`src/rtl/txq_pkg.sv`:
```
package txq_pkg;
  typedef enum logic [1:0] {
    PH_IDLE = 2'd0,
    PH_BUSY = 2'd1,
    PH_GAP  = 2'd2
  } phase_t;
endpackage

```
`src/rtl/txq_store.sv`:
```
module txq_store #(
  parameter int DW    = 8,
  parameter int DEPTH = 4
) (
  input  logic                       clk,
  input  logic                       rst,
  input  logic                       clr,
  input  logic                       push,
  input  logic [DW-1:0]              wdata,
  input  logic                       pop,
  output logic [DW-1:0]              rdata,
  output logic [$clog2(DEPTH):0]     cnt,
  output logic [$clog2(DEPTH):0]     cnt_nxt
);
  localparam int AW = $clog2(DEPTH);
  localparam int CW = AW + 1;

  logic [DW-1:0] mem [DEPTH];
  logic [AW-1:0] wp, rp;
  logic          accept, take;

  assign accept = push && !clr && (cnt != CW'(DEPTH));
  assign take   = pop  && !clr && (cnt != '0);
  assign rdata  = mem[rp];

  always_comb begin
    if (clr) cnt_nxt = '0;
    else     cnt_nxt = cnt + CW'(accept) - CW'(take);
  end

  // storage without reset so it can map onto RAM
  always_ff @(posedge clk) begin
    if (accept) mem[wp] <= wdata;
  end

  always_ff @(posedge clk) begin
    if (rst || clr) begin
      wp  <= '0;
      rp  <= '0;
      cnt <= '0;
    end else begin
      wp  <= wp + AW'(accept);
      rp  <= rp + AW'(take);
      cnt <= cnt_nxt;
    end
  end
endmodule

```
`src/rtl/txq_pacer.sv`:
```
module txq_pacer
  import txq_pkg::*;
#(
  parameter int DW = 8,
  parameter int GW = 8
) (
  input  logic          clk,
  input  logic          rst,
  input  logic          en,
  input  logic          src_empty,
  input  logic [DW-1:0] src_data,
  output logic          pop,
  input  logic [GW-1:0] gap_cycles,
  input  logic          tick,
  input  logic          last_done,
  output logic          ld_req,
  output logic [DW-1:0] ld_data
);
  phase_t        ph;
  logic          hb_v;
  logic [DW-1:0] hb_d;
  logic [GW-1:0] gcnt;

  // refill the holding register only once the shifter is done and the gap is over
  assign pop = en && (ph == PH_IDLE) && !hb_v && !src_empty;

  always_ff @(posedge clk) begin
    if (pop) hb_d <= src_data;
  end

  always_ff @(posedge clk) begin
    if (rst) ld_data <= '0;
    else if (en && (ph == PH_IDLE) && hb_v) ld_data <= hb_d;
  end

  always_ff @(posedge clk) begin
    if (rst || !en) begin
      ph     <= PH_IDLE;
      hb_v   <= 1'b0;
      ld_req <= 1'b0;
      gcnt   <= '0;
    end else begin
      ld_req <= 1'b0;
      unique case (ph)
        PH_IDLE: begin
          if (hb_v) begin
            ld_req <= 1'b1;
            hb_v   <= 1'b0;
            ph     <= PH_BUSY;
          end else if (pop) begin
            hb_v <= 1'b1;
          end
        end
        PH_BUSY: begin
          if (last_done) begin
            if (gap_cycles == '0) begin
              ph <= PH_IDLE;
            end else begin
              gcnt <= gap_cycles;
              ph   <= PH_GAP;
            end
          end
        end
        PH_GAP: begin
          if (tick) begin
            if (gcnt == GW'(1)) ph <= PH_IDLE;
            gcnt <= gcnt - GW'(1);
          end
        end
        default: ph <= PH_IDLE;
      endcase
    end
  end
endmodule

```
`src/rtl/txq_gap_feeder.sv`:
```
module txq_gap_feeder #(
  parameter int DW    = 8,
  parameter int DEPTH = 4,
  parameter int GW    = 8
) (
  input  logic                   clk,
  input  logic                   rst,
  input  logic                   fifo_en,
  input  logic                   ptr_clr,
  input  logic                   wr_en,
  input  logic [DW-1:0]          wr_data,
  input  logic [GW-1:0]          gap_cycles,
  input  logic [$clog2(DEPTH):0] trig_lvl,
  input  logic                   sclk_tick,
  input  logic                   sh_done,
  output logic                   ld_req,
  output logic [DW-1:0]          ld_data,
  output logic [$clog2(DEPTH):0] fill_cnt,
  output logic                   tx_irq
);
  localparam int CW = $clog2(DEPTH) + 1;

  logic          store_clr;
  logic          pop;
  logic [DW-1:0] head;
  logic [CW-1:0] cnt_nxt;

  assign store_clr = !fifo_en || ptr_clr;

  txq_store #(.DW(DW), .DEPTH(DEPTH)) store_i (
    .clk     (clk),
    .rst     (rst),
    .clr     (store_clr),
    .push    (wr_en),
    .wdata   (wr_data),
    .pop     (pop),
    .rdata   (head),
    .cnt     (fill_cnt),
    .cnt_nxt (cnt_nxt)
  );

  txq_pacer #(.DW(DW), .GW(GW)) pacer_i (
    .clk        (clk),
    .rst        (rst),
    .en         (fifo_en),
    .src_empty  ((fill_cnt == '0) || ptr_clr),
    .src_data   (head),
    .pop        (pop),
    .gap_cycles (gap_cycles),
    .tick       (sclk_tick),
    .last_done  (sh_done),
    .ld_req     (ld_req),
    .ld_data    (ld_data)
  );

  // interrupt registered alongside the count so both move on the same edge
  always_ff @(posedge clk) begin
    if (rst) tx_irq <= 1'b0;
    else     tx_irq <= fifo_en && (cnt_nxt <= trig_lvl);
  end
endmodule

```
`config.mk`:
```
export PLATFORM = sky130hd
export DESIGN_NAME = txq_gap_feeder
export DESIGN_NICKNAME = d
export VERILOG_FILES = /design/src/rtl/txq_pkg.sv /design/src/rtl/txq_store.sv /design/src/rtl/txq_pacer.sv /design/src/rtl/txq_gap_feeder.sv
export SDC_FILE = /design/constraint.sdc
export NUM_CORES = 1
export LEC_CHECK = 0
export BUFFER_PORTS_ARGS = -buffer_cell sky130_fd_sc_hd__buf_2
export CAP_MARGIN = 20
export CORE_MARGIN = 1
export CORE_UTILIZATION = 40
export CTS_CLUSTER_DIAMETER = 120
export DETAILED_ROUTE_END_ITERATION = 8
export PLACE_DENSITY = 0.6
export SLEW_MARGIN = 20
export SYNTH_ARGS = -nofsm -noshare
export SYNTH_HDL_FRONTEND = slang
export SYNTH_SLANG_ARGS = --single-unit
```
`constraint.sdc`:
```
create_clock -name clk -period 3.8 [get_ports clk]
set_clock_uncertainty 0.15 [all_clocks]
set_input_delay 0 -clock clk [delete_from_list [all_inputs] [get_ports clk]]
set_output_delay 0 -clock clk [all_outputs]
set_load 0.05 [all_outputs]
```
==> out/qor.txt, run 1 <==
Post-synth ARST share = 0
Number of synthesized flops with an enable pin = 40
Critical path buffers and inverters = 4
Initial drt markers = 78
Actual slew at the worst max-slew pin = 0.617 ns
H-tree lvl count = 3
Commonest cells in the netlist = edfxtp_1 (40), dfxtp_1 (28), nand2_1 (28)
RSZ-0062 raised after global routing = false
Initial antenna violation count = 0
Cell area after synthesis = 2850 sq um
Placer congestion estimate = 0.781
Cell area after layout = 3550 sq um
Pin count of the biggest net entering global routing = 14
Cell breakdown of the critical path = dlygate4sd3_1 > buf_2 > nand2b_1 > nor4_2 > nand2b_1 > inv_4 > nand2_1 > o21ai_0 > ha_1 > fa_1 > and2_1 > ha_1 > nor2b_1 > o21ai_0 > nand2b_1 > a21oi_1 > dlygate4sd3_1
All-Layer GR Usage = 0.166
Die area = 7470 sq um
Final setup viols = 0
Placed Instances = 354
Hpwl dp = 3590 um
Most frequent cell after synthesis = edfxtp_1
Final Max Slew Viols = 0
CP max-delay cell = dlygate4sd3_1
Ys Warns = 0
First-pass GRT wire length = 9120 um
Post-synth top flop = edfxtp_1
Share of layout cells above drive strength 1 = 0.237
Worst path most repeated cell = nand2b_1
DRT antenna net count = 0
Hold Crit Class = input port to register
Worst Setup Path Type = input port to register
DR pass1 iterations = 4
Final WL = 5370 um
Chip width = 86.4 um
DRC violations left = 0
Cell Count, Final, Fillers Out = 395
Rows = 30
Seq/Total Area, Yosys = 0.618
Post-Place Worst Slack = 0.826 ns
Area leader, netlist = edfxtp_1
Slew headroom = 0.588
Synth area leaders = edfxtp_1 (42%), dfxtp_1 (20%), mux4_2 (6.3%)
Setup TNS = 0 ns
Fillers = 625
Vert. Die Dim = 86.4 um
Final Power = 1.35 mW
Fin crit period = 3.41 ns
Final #Nets = 329
Final Util = 0.520
CTS tree = yes
Antenna diode count = 0
CTS root buf = clkbuf_8
Power density over cell area = 380 nW/um^2
Fin crit share = 0.898
I/O pins = 39
Status = finished, final reports clean
Static Leak = 1.30 nW
#FFs+latches synth = 68
Drt wl/cell = 13.6 um
VDD IR max = 247 uV
Vias = 1926
Worst setup margin = 0.388 ns
Port bufs = 38
Syn Nets = 259
Worst EP arrival = 3.55 ns
Area grow syn2layout = 24.7%
Core area = 6830 sq um
Unique cell type count in the Yosys netlist = 43
Worst path max stage delay = 0.56 ns
CTS Buf Count = 9
Startpoint types = input port
CTS Sinks = 68
Initial Util = 0.417
Max Clk Rate = 293 MHz
Share of the synthesized area in the top cell type = 0.421
CTS Buffer Depth = 2
Clock Latency Late Sink = 0.34 ns
Cells after synthesis = 225
CP Max Fanout = 6
Vias per cell = 4.88
CTS clk-pin slew, worst paths = 0.08 ns
Avg Cell Area, Syn = 12.7 sq um
Critical Path Sink Type = register
Area after DPL = 3130 sq um
Critical path required time = 3.94 ns
Number of global-route vias before repair = 1899
Cell family with most CP delay = buffers and inverters
Final hold slack = 0.109 ns
Final hold vios = 0
Max-Cap Viols = 0
Grt total ovfl = 0
## final timing paths
check | startpoint | to | slack [ns] | cells after the start
setup reg to reg | pacer_i.ph[0] | tx_irq | 0.41 | 14
hold / removal | wr_en | store_i.wp[0] | 0.11 | 5
hold reg to reg | pacer_i.ld_data[6] | pacer_i.ld_data[6] | 0.30 | 2
setup / recovery | ptr_clr | tx_irq | 0.39 | 17
## timing repair
item / CTS / global route
hold buffers: 25 / 0
hold endpoints to repair: 59 / 0
resized for setup: 0 / 1
endpoints found under the setup margin: 0 / 1
setup buffers: 0 / 1
## layout by cell type (no fill, tap or decap), drive strengths merged, types with 2 or more instances in the layout
| cell | count |
|---|---|
| dfxtp | 28 |
| xnor2 | 4 |
| clkinvlp | 3 |
| nand2 | 28 |
| o21ai | 8 |
| ha | 7 |
| mux4 | 8 |
| nor2b | 4 |
| clkinv | 2 |
| nor4 | 4 |
| dlygate4sd3 | 25 |
| nand3b | 2 |
| o22ai | 5 |
| buf | 42 |
| nand2b | 5 |
| edfxtp | 40 |
| nor3 | 8 |
| inv | 10 |
| nand3 | 6 |
| and2 | 3 |
| or3 | 3 |
| clkbuf | 9 |
| a22oi | 2 |
| a21oi | 17 |
| nor3b | 3 |
| nor2 | 7 |
| and3 | 2 |
## per-layer routing
layer	GRT usage	vias to the layer above	wire length (um)	share of wire
met4	0.0606	0	44	0.0082
met3	0.0610	4	233	0.043
met1	0.194	901	2330	0.43
met2	0.280	38	2750	0.51
met5	0	-	0	0
li1	-	983	-	-
## report_power, final
| part | total, mW | internal (mW) | switching (mW) |
|---|---|---|---|
| clock | 0.500 | 0.232 | 0.268 |
| combinational | 0.0668 | 0.0349 | 0.0318 |
| sequential | 0.783 | 0.782 | 0.00108 |
| total | 1.35 | 1.05 | 0.301 |
## registers in the layout, summed over array words and instances, names as in the netlist
name	flops
store_i.mem	32
pacer_i.ph	2
pacer_i.hb_v	1
pacer_i.gcnt	8
tx_irq	1
store_i.cnt	3
store_i.wp	2
pacer_i.ld_data	8
store_i.rp	2
pacer_i.hb_d	8
pacer_i.ld_req	1
## layout make-up
class	instances	area, sq um	share of cell area
tap	96	120	0.0338
sequential	68	1760	0.496
multi-input combinational	140	1000	0.282
clock buffer	9	124	0.0348
clock inverter	6	41.3	0.0116
inverter	9	36.3	0.0102
timing repair buffer	67	470	0.132
## worst min-delay path, delay by kind of cell
kind / cells / cell delay, ns
AND/OR/NAND/NOR: 2 / 0.23
adder cells (fa/ha/maj): 1 / 0.12
buffers and inverters: 2 / 0.22
## cell families after synthesis
group,after synthesis,synth area share
AOI/OAI and AO/OA,41,0.0882
xor gates and xnor gates,4,0.0123
adders and majority gates,8,0.0377
buffers and inverters,17,0.0312
DFF,68,0.618
muxes,9,0.0667
and+or+nand+nor,78,0.146
No activity file was read; power rests on OpenSTA's default activity.
==> inputs of run 2 (changes only) <==
Clock period 3.8 ns to 3.7 ns, I/O delays scaled along.
==> out/qor.txt, run 2 (synthesis gave the netlist of run 1 again) <==
Rows = 30
Worst path max stage delay = 0.55 ns
Final setup viols = 0
Max Clk Rate = 292 MHz
Worst Setup Path Type = input port to register
Drt wl/cell = 13.4 um
Final Max Slew Viols = 0
Placer congestion estimate = 0.781
Hold Crit Class = input port to register
CTS root buf = clkbuf_8
All-Layer GR Usage = 0.159
Status = finished, final reports clean
Critical path required time = 3.83 ns
Clock Latency Late Sink = 0.34 ns
Startpoint types = input port
Chip width = 86.4 um
Static Leak = 1.31 nW
Share of layout cells above drive strength 1 = 0.251
Pin count of the biggest net entering global routing = 14
CP Max Fanout = 6
Commonest cells after routing, fill and taps aside = edfxtp_1 (40), buf_2 (38), nand2_1 (28), dfxtp_1 (28), dlygate4sd3_1 (24)
Hpwl dp = 3550 um
Die area = 7470 sq um
Top Metal Used = met4
Critical path buffers and inverters = 4
Cell family with most CP delay = buffers and inverters
Slew headroom = 0.590
CTS clk-pin slew, worst paths = 0.07 ns
Power density over cell area = 405 nW/um^2
RSZ-0062 raised after global routing = false
Most common cell after layout, fill and taps aside = edfxtp_1
Final hold slack = 0.130 ns
Cell Count, Final, Fillers Out = 395
Cell area after layout = 3590 sq um
Vias = 1902
Cell breakdown of the critical path = dlygate4sd3_1 > buf_2 > nand2b_4 > nor4_2 > nand2b_1 > clkinv_4 > nand2_1 > o21ai_0 > ha_2 > fa_1 > and2_1 > ha_1 > nor2b_1 > o21ai_0 > nand2b_1 > a21oi_2 > dlygate4sd3_1
Final hold vios = 0
Critical Path Sink Type = register
Fin crit share = 0.927
Met3 wire len = 221 um
Max reg flops = 32
DRC violations left = 0
CTS Sinks = 68
Worst EP arrival = 3.56 ns
Vias per cell = 4.82
CTS tree = yes
Area grow syn2layout = 26.0%
Setup TNS = 0 ns
Fin crit period = 3.43 ns
CP max-delay cell = dlygate4sd3_1
Most flops, register = store_i.mem
Port bufs = 38
I/O pins = 39
Final #Nets = 329
Core area = 6830 sq um
Number of global-route vias before repair = 1921
H-tree lvl count = 3
Vert. Die Dim = 86.4 um
Grt total ovfl = 0
DRT antenna net count = 0
First-pass GRT wire length = 8890 um
CTS Buffer Depth = 2
Max-Cap Viols = 0
VDD IR max = 343 uV
Area after DPL = 3130 sq um
Antenna diode count = 0
Met2 WL post-DR = 2680 um
Met1 WL = 2340 um
Final WL = 5280 um
CTS Buf Count = 9
Initial antenna violation count = 0
Actual slew at the worst max-slew pin = 0.614 ns
Initial Util = 0.417
Initial drt markers = 69
DR pass1 iterations = 4
Placed Instances = 354
==> run 2: changes by cell type in the layout (fill, tap and decap cells not counted), sizes merged <==
cell	change
bufinv	+1
clkinv	+1
dlygate4sd3	-1
inv	-2
buf	+1
==> run 2: final timing paths <==
kind	start	end	slack, ns	cells past startpoint
worst max-delay path	ptr_clr	tx_irq	0.27	17
worst min-delay path	wr_en	store_i.wp[0]	0.13	5
worst min register to register	pacer_i.ld_data[6]	pacer_i.ld_data[6]	0.30	2
worst max register to register	pacer_i.ph[0]	tx_irq	0.32	14
==> run 2: per-stage QoR <==
| step | total power, mW | worst slack (ns) | util |
|---|---|---|---|
| global route | 1.52 | 0.0488 | 0.526 |
| CTS | 1.47 | 0.147 | 0.521 |
| floorplan | 0.843 | 0.814 | - |
| global placement | 0.870 | 0.832 | 0.458 |
| detailed placement | 0.871 | 0.716 | 0.458 |
| finish | 1.45 | 0.270 | 0.526 |
==> run 2: power by group <==
part | switching [mW] | internal, mW | total [mW]
Sequential | 0.00111 | 0.803 | 0.804
Combinational | 0.0332 | 0.0368 | 0.0701
Clock | 0.273 | 0.307 | 0.580
==> run 2: worst register-to-register path: stages, from the launching register on <==
cell and delay [ns]:
dfxtp_1 0.39, nor4_2 0.33, nand2b_1 0.16, clkinv_4 0.08, nand2_1 0.08, o21ai_0 0.09
ha_2 0.20, fa_1 0.40, and2_1 0.16, ha_1 0.28, nor2b_1 0.13, o21ai_0 0.14
nand2b_1 0.08, a21oi_2 0.11, dlygate4sd3_1 0.55
==> run 2: final cells by class <==
class                      count  area, sq um
clock buffer                   9          124
clock inverter                 6         66.3
fill                         615         3240
inverter                       9         38.8
multi-input combinational    140         1010
sequential                    68         1760
tap                           96          120
timing repair buffer          67          468
==> run 2: repair_timing <==
item / 4_1_cts / 5_1_grt
setup endpoints to repair: 0 / 1
hold buffers: 24 / 0
endpoints found under the hold margin: 59 / 0
resized for setup: 0 / 5
buffers inserted: 0 / 2
==> run 2: per-layer routing <==
metal | global-route usage | vias to the layer above
li1 | - | 974
met1 | 0.187 | 878
met2 | 0.270 | 46
met3 | 0.0571 | 4
met4 | 0.0545 | 0
met5 | 0 | -
